`src/rtl/ext_rst_pkg.sv`:
```
package ext_rst_pkg;
  parameter int unsigned LEN_W = 4;
  // largest pulse is 2^(2^LEN_W) cycles; counter must hold that value
  parameter int unsigned CNT_W = (1 << LEN_W) + 1;
  typedef logic [LEN_W-1:0] len_t;
  typedef logic [CNT_W-1:0] cnt_t;
endpackage

```
`src/rtl/ext_rst_len_decode.sv`:
```
module ext_rst_len_decode
  import ext_rst_pkg::*;
(
  input  len_t len_i,
  output cnt_t load_o
);
  localparam cnt_t ONE = cnt_t'(1);

  always_comb begin
    load_o = ONE << (32'(len_i) + 32'd1);
  end
endmodule

```
`src/rtl/ext_rst_counter.sv`:
```
module ext_rst_counter
  import ext_rst_pkg::*;
(
  input  logic clk_i,
  input  logic rst_ni,
  input  logic req_i,
  input  cnt_t load_i,
  output cnt_t cnt_o,
  output logic busy_o
);
  cnt_t cnt_q, cnt_d;
  logic busy_q;

  always_comb begin
    cnt_d = cnt_q;
    if (busy_q)       cnt_d = cnt_q - cnt_t'(1);
    else if (req_i)   cnt_d = load_i;
  end

  // busy registered alongside count so the pin level never glitches
  always_ff @(posedge clk_i or negedge rst_ni) begin
    if (!rst_ni) begin
      cnt_q  <= '0;
      busy_q <= 1'b0;
    end else begin
      cnt_q  <= cnt_d;
      busy_q <= (cnt_d != '0);
    end
  end

  assign cnt_o  = cnt_q;
  assign busy_o = busy_q;


  busy_state_chk: assert property (@(posedge clk_i) disable iff (!rst_ni)
    busy_q == (cnt_q != '0));


  pulse_start_chk: assert property (@(posedge clk_i) disable iff (!rst_ni)
    (!busy_q && req_i) |=> busy_q);


  no_restart_chk: assert property (@(posedge clk_i) disable iff (!rst_ni)
    (busy_q && cnt_q != cnt_t'(1)) |=> (busy_q && cnt_q == $past(cnt_q) - cnt_t'(1)));


  release_gap_chk: assert property (@(posedge clk_i) disable iff (!rst_ni)
    (busy_q && cnt_q == cnt_t'(1)) |=> !busy_q);
endmodule

```
`src/rtl/ext_rst_shaper.sv`:
```
module ext_rst_shaper
  import ext_rst_pkg::*;
(
  input  logic             clk_i,
  input  logic             rst_ni,
  input  logic             req_i,
  input  logic [LEN_W-1:0] len_i,
  output logic             busy_o,
  output logic             rst_drive_no
);
  cnt_t load_val;
  cnt_t cnt;
  logic busy;

  ext_rst_len_decode u_dec (
    .len_i  (len_i),
    .load_o (load_val)
  );

  ext_rst_counter u_cnt (
    .clk_i  (clk_i),
    .rst_ni (rst_ni),
    .req_i  (req_i),
    .load_i (load_val),
    .cnt_o  (cnt),
    .busy_o (busy)
  );

  assign busy_o       = busy;
  assign rst_drive_no = ~busy;


  load_len_chk: assert property (@(posedge clk_i) disable iff (!rst_ni)
    (!busy && req_i) |=> (cnt == (cnt_t'(1) << (32'($past(len_i)) + 32'd1))));
endmodule

```
`config.mk`:
```
export PLATFORM = sky130hd
export DESIGN_NAME = ext_rst_shaper
export DESIGN_NICKNAME = d
export VERILOG_FILES = /design/src/rtl/ext_rst_pkg.sv /design/src/rtl/ext_rst_len_decode.sv /design/src/rtl/ext_rst_counter.sv /design/src/rtl/ext_rst_shaper.sv
export SDC_FILE = /design/constraint.sdc
export NUM_CORES = 1
export LEC_CHECK = 0
export BUFFER_PORTS_ARGS = -buffer_cell sky130_fd_sc_hd__buf_2
export CAP_MARGIN = 20
export CORE_UTILIZATION = 40
export DETAILED_ROUTE_END_ITERATION = 16
export GPL_TIMING_DRIVEN = 0
export SLEW_MARGIN = 15
export SYNTH_ARGS = -nofsm -noshare
export SYNTH_HDL_FRONTEND = slang
export SYNTH_HIERARCHICAL = 1
export SYNTH_SLANG_ARGS = --single-unit
```
`constraint.sdc`:
```
create_clock -name clk_i -period 4.01 [get_ports clk_i]
set_input_delay 0.802 -clock clk_i [delete_from_list [all_inputs] [get_ports clk_i]]
set_output_delay 0.802 -clock clk_i [all_outputs]
set_load 0.03 [all_outputs]
```
Word level (Yosys, flattened, before mapping) --
Cells that the tools add are included.
Storage, ports and cells: register bits 18, input bits 7, output and inout port bits 2
Cells by class: add/subtract/negate cells 2, shifts and indexed selects 1, multiplexer cells 2, bitwise operators 1, reduce and logical (&&, ||, !) cells 1
Operators by type and width (number):
- 17-bit 2-to-1 mux | 2
- 1-bit by 32-bit left shift with 17-bit output, first input constant | 1
- 17-bit nonzero test | 1
- 17-bit by 1-bit subtractor with 17-bit output, second input constant | 1
- 4-bit by 1-bit adder with 5-bit output, second input constant | 1
- 1-bit NOT | 1

Depth between registers and ports, before layout --
depth in word-level cells 5, gate-level depth with buffers 8

Modules after synthesis --
The synthesis kept the hierarchy.
Modules (own cells, without submodules):
- ext_rst_counter | times used 1, cells each 133, area each 1182.4 um^2, sequential area each 450.4 um^2
- ext_rst_len_decode | times used 1, cells each 22, area each 242.7 um^2, sequential area each 0.0 um^2
- ext_rst_shaper | times used 1, cells each 1, area each 3.8 um^2, sequential area each 0.0 um^2

Worst setup path after synthesis --
OpenSTA, ideal clock, no wires.
path kind input to register, start input port len_i[0], end register u_cnt.busy_q, in the netlist u_cnt/busy_o, arrival time 2342 ps, setup slack 1530 ps, stages 8, buffers on the path 1, path through buf_6 -> nor4b_2 -> or3b_1 -> o211a_1 -> or3_1 -> or3_1 -> nor3_2 -> nand4_1
Between the ends: word-level cells in the longest chain between the ends 5
Ends and longest elaborated chain:
- from (decl) | line ext_rst_shaper.sv:7 | input logic [LEN_W-1:0] len_i,
- 4-bit by 1-bit adder with 5-bit output | line ext_rst_len_decode.sv:10 | load_o = ONE << (32'(len_i) + 32'd1);
- 1-bit by 32-bit left shift with 17-bit output | line ext_rst_len_decode.sv:10
- via load_val[2] | line ext_rst_shaper.sv:11 | cnt_t load_val;
- 17-bit 2-to-1 mux | line ext_rst_counter.sv:17 | else if (req_i) cnt_d = load_i;
- 17-bit 2-to-1 mux | line ext_rst_counter.sv:16 | if (busy_q) cnt_d = cnt_q - cnt_t'(1);
- via u_cnt.cnt_d[2] | line ext_rst_counter.sv:11 | cnt_t cnt_q, cnt_d;
- 17-bit nonzero test | line ext_rst_counter.sv:27 | busy_q <= (cnt_d != '0);
- to (signal assigned) | line ext_rst_counter.sv:27
- to (decl) | line ext_rst_counter.sv:12 | logic busy_q;
The timed path passes the listed nets, and every way through them passes these cells.

Final worst setup path --
Same ends and word-level chain as after synthesis.

==> results by group <==
Logic synthesis
  • Simple-Gate Fraction of Synth Area: 0.379
  • Syn. warnings: 6
  • Post-synthesis compound-gate area fraction: 0.128
  • Area share of fa/ha/maj cells after synthesis: 0.00876
  • Post-synth EDFFs: 0
  • Dominant cell by count in the synthesized netlist: dfrtp_1
  • Portion of the post-synthesis area used by sequential elements: 0.315
  • Mux cell area share after synthesis: 0.0569
  • Largest area contributor in the synthesized netlist: dfrtp_1
  • Main combinational cell family by area after synthesis: simple AND/OR/NAND/NOR gates
  • Average footprint of a synthesized cell: 9.16 um2
  • Register bit count reported by yosys: 18
  • Proportion of netlist area held by the largest area contributor: 0.315
  • Ranking of synthesized cells by area: dfrtp_1 (32%), mux2i_1 (4.9%), nor4b_2 (4.2%)
  • Most frequent cells after synthesis: dfrtp_1 (18), nor2_1 (13), a21oi_1 (8), nand2_1 (8)
  • Async set-or-reset flop fraction in the synthesized netlist: 1.00
  • Distinct cell type count of the synthesized netlist: 49
  • Syn Inst Count: 156
  • Number of nets produced by synthesis: 164
  • Ys flop type: dfrtp_1
  • Xor/xnor cell area share of the yosys netlist: 0.0490
  • Synthesized cell area: 1430 um2

Cells and area
  • Share of post-route cells with drive strength above 1: 0.179
  • # nets final: 177
  • Ant diodes: 0
  • Signed area change from the synthesized netlist to the final layout: 9.37%
  • Final core utilization: 0.461
  • Fillers: 339

Worst setup path
  • Worst-path cell chain: buf_2 -> buf_6 -> nor4b_2 -> or3b_1 -> o211a_1 -> or3_1 -> or3_1 -> nor3_2 -> nand4_1
  • Maximum net fanout on the critical path: 10
  • Worst path arrival time: 2.68 ns
  • Cell mode on critical path: or3_1
  • Slowest CP cell: or3_1
  • Sort of element at the end of the critical path: flop
  • Required time of the worst setup path: 4.18 ns
  • Setup CP Type: input pin to flop
  • Maximum cell stage delay along the critical path: 0.38 ns
  • Kind of cell adding the most delay to the critical path: simple AND/OR/NAND/NOR gates
  • Critical path buffer and inverter count: 2
  • Critical path startpoint category: input pin

Placed design
  • HPWL after detailed placement: 2460 um
  • Count of input and output buffers: 8
  • Pre-CTS WS: 1.20 ns
  • Routability cong.: 0.859

Power and ir drop
  • Power Total: 709 uW
  • PD cells: 453 nW/um2
  • Worst voltage drop across the vdd grid: 204 uV
  • Leak: 0.691 nW

STA
  • Peak Freq: 0.399 GHz
  • Ratio of final minimum period to clock period: 0.625
  • Layout Skew: 0.00641 ns
  • Count of endpoints failing hold in the final timing report: 0
  • Final-report max-slew violation count: 0
  • Tmin final: 2.51 ns
  • Setup repair after global routing missed its margin: no
  • Final setup violating endpoints: 0
  • Summed negative setup slack over all endpoints: 0 ns
  • Worst Tran Pin Value: 0.691 ns
  • Final WS setup: 1.50 ns
  • Worst max-slew margin expressed relative to the limit: 0.538
  • Post-Route Hold Slack: 0.410 ns

Global routing
  • Remaining global-route overflow: 0
  • Antenna violations before repair: 0
  • Global-route usage over all layers: 0.213
  • Maximum number of pins on one net before global-route repair: 19
  • Wire length of the first global-routing pass: 5820 um
  • Vias in the first global route: 1,181

Routing
  • DRC violation count after routing: 0
  • Total number of vias: 1,244
  • Per-cell via count in the routed design: 5.81
  • Final wirelength: 3350 um
  • Initial DRC count: 35
  • Antenna Nets Post-Route: 0
  • Average detailed-routed wire length per instance: 15.6 um
  • First-pass DRT Iterations: 4

Clock network
  • Number of H-tree branching levels: 1
  • Clock network latency to the later pin of the worst-skew pair: 0.30 ns
  • Hold-fix buffer count after cts: 0
  • Clock buffer depth: 2
  • Clock Sink Count: 18
  • Count of instances resized after the clock tree is built: 0
  • Clock tree from TritonCTS: yes
  • TritonCTS buffer count: 3
  • Number of setup buffers added after CTS: 0
  • Worst-path clk slew: 0.12 ns
  • Clock Root Buffer: clkbuf_4

Die
  • I/O pin count: 9
  • Die X: 61.8 um
  • Initial cell density of the core: 0.422
  • Die outline area: 3810 um2
  • Row Count: 21
  • Y dimension of the die: 61.8 um
  • Area of the placeable core: 3390 um2

Worst hold path
  • Worst min-delay path category: input pin to async pin

Job
  • Number of max-capacitance violations reported: 0

Status
  • Outcome: completed
-- area by class of cell --
cell class	instances	area, um2	area share
Multi-Input combinational cell	123	892	0.571
Tap cell	46	57.6	0.0368
Clock buffer	4	36.3	0.0232
Buffer	10	67.6	0.0432
Timing Repair Buffer	8	40.0	0.0256
Inverter	5	18.8	0.0120
Sequential cell	18	450	0.288
-- registers in the layout, indices dropped and copies added, names as in the netlist --
signal / flops
u_cnt/cnt_o: 17
u_cnt/busy_o: 1
-- report_power, final --
part	internal, mW	switching (mW)	total [mW]
Sequential	0.245	0.0878	0.332
Clock	0.0554	0.0632	0.119
Combinational	0.120	0.138	0.258
-- worst register-to-register path, stage by stage, from the launching register on --
cell and delay (ns):
dfrtp_1 0.46, inv_1 0.08, ha_1 0.22, nor3b_1 0.60, and2_1 0.27, nand2_1 0.11, xnor2_1 0.14, o32ai_1 0.31
nand4_1 0.17
-- routing by layer --
metal / wire, um / vias to the layer above / track usage
li1: - / 605 / -
met1: 1720 / 604 / 0.308
met2: 1480 / 31 / 0.310
met3: 116 / 4 / 0.0352
met4: 31 / 0 / 0.0952
met5: 0 / - / 0
-- through the flow --
| stage | cell area (um2) | std cells |
|---|---|---|
| after floorplan | 1430 | 156 |
| after detailed placement | 1530 | 210 |
| after CTS | 1560 | 214 |
| after global placement | 1530 | 210 |
| final | 1560 | 214 |
| after global routing | 1560 | 214 |
-- final timing paths --
| path | from | end | slack, ns | cells after the start |
|---|---|---|---|---|
| min in group clk_i | u_cnt/cnt_o[0] | u_cnt/cnt_o[0] | 0.64 | 1 |
| worst max register to register | u_cnt/cnt_o[0] | u_cnt/busy_o | 1.52 | 8 |
| worst max-delay path | len_i[0] | u_cnt/busy_o | 1.50 | 9 |
| max in group asynchronous | rst_ni | u_cnt/cnt_o[11] | 3.30 | 1 |
| worst min-delay path | rst_ni | u_cnt/cnt_o[4] | 0.41 | 1 |
| worst min register to register | u_cnt/cnt_o[0] | u_cnt/cnt_o[0] | 0.64 | 1 |
-- cells in the final DEF, fill, tap and decap left out, drive strengths merged, types with 3 or more instances in the layout --
cell type  Yosys  routed
nand3          5       5
nor2          13      13
inv            5       5
nor2b          6       6
nor3           5       5
and4b          4       4
and4bb         5       5
mux2i          7       7
nor4b          4       4
nor4           6       6
clkbuf         1       5
a211oi         7       7
nand2          8       8
a21oi          8       8
xnor2          3       3
xor2           5       5
o21ai          4       4
dfrtp         18      18
nand4          4       4
buf            9      17
-- cells by family (layout without fill, tap and decap cells) --
logic type | after synthesis | in the layout
and+or+nand+nor | 77 | 77
AOI/OAI and AO/OA | 28 | 28
muxes | 8 | 8
DFF | 18 | 18
other | 1 | 1
adders and majority gates | 1 | 1
xor gates and xnor gates | 8 | 8
buffers and inverters | 15 | 27
Note: power is estimated with default switching activity, not from simulation.
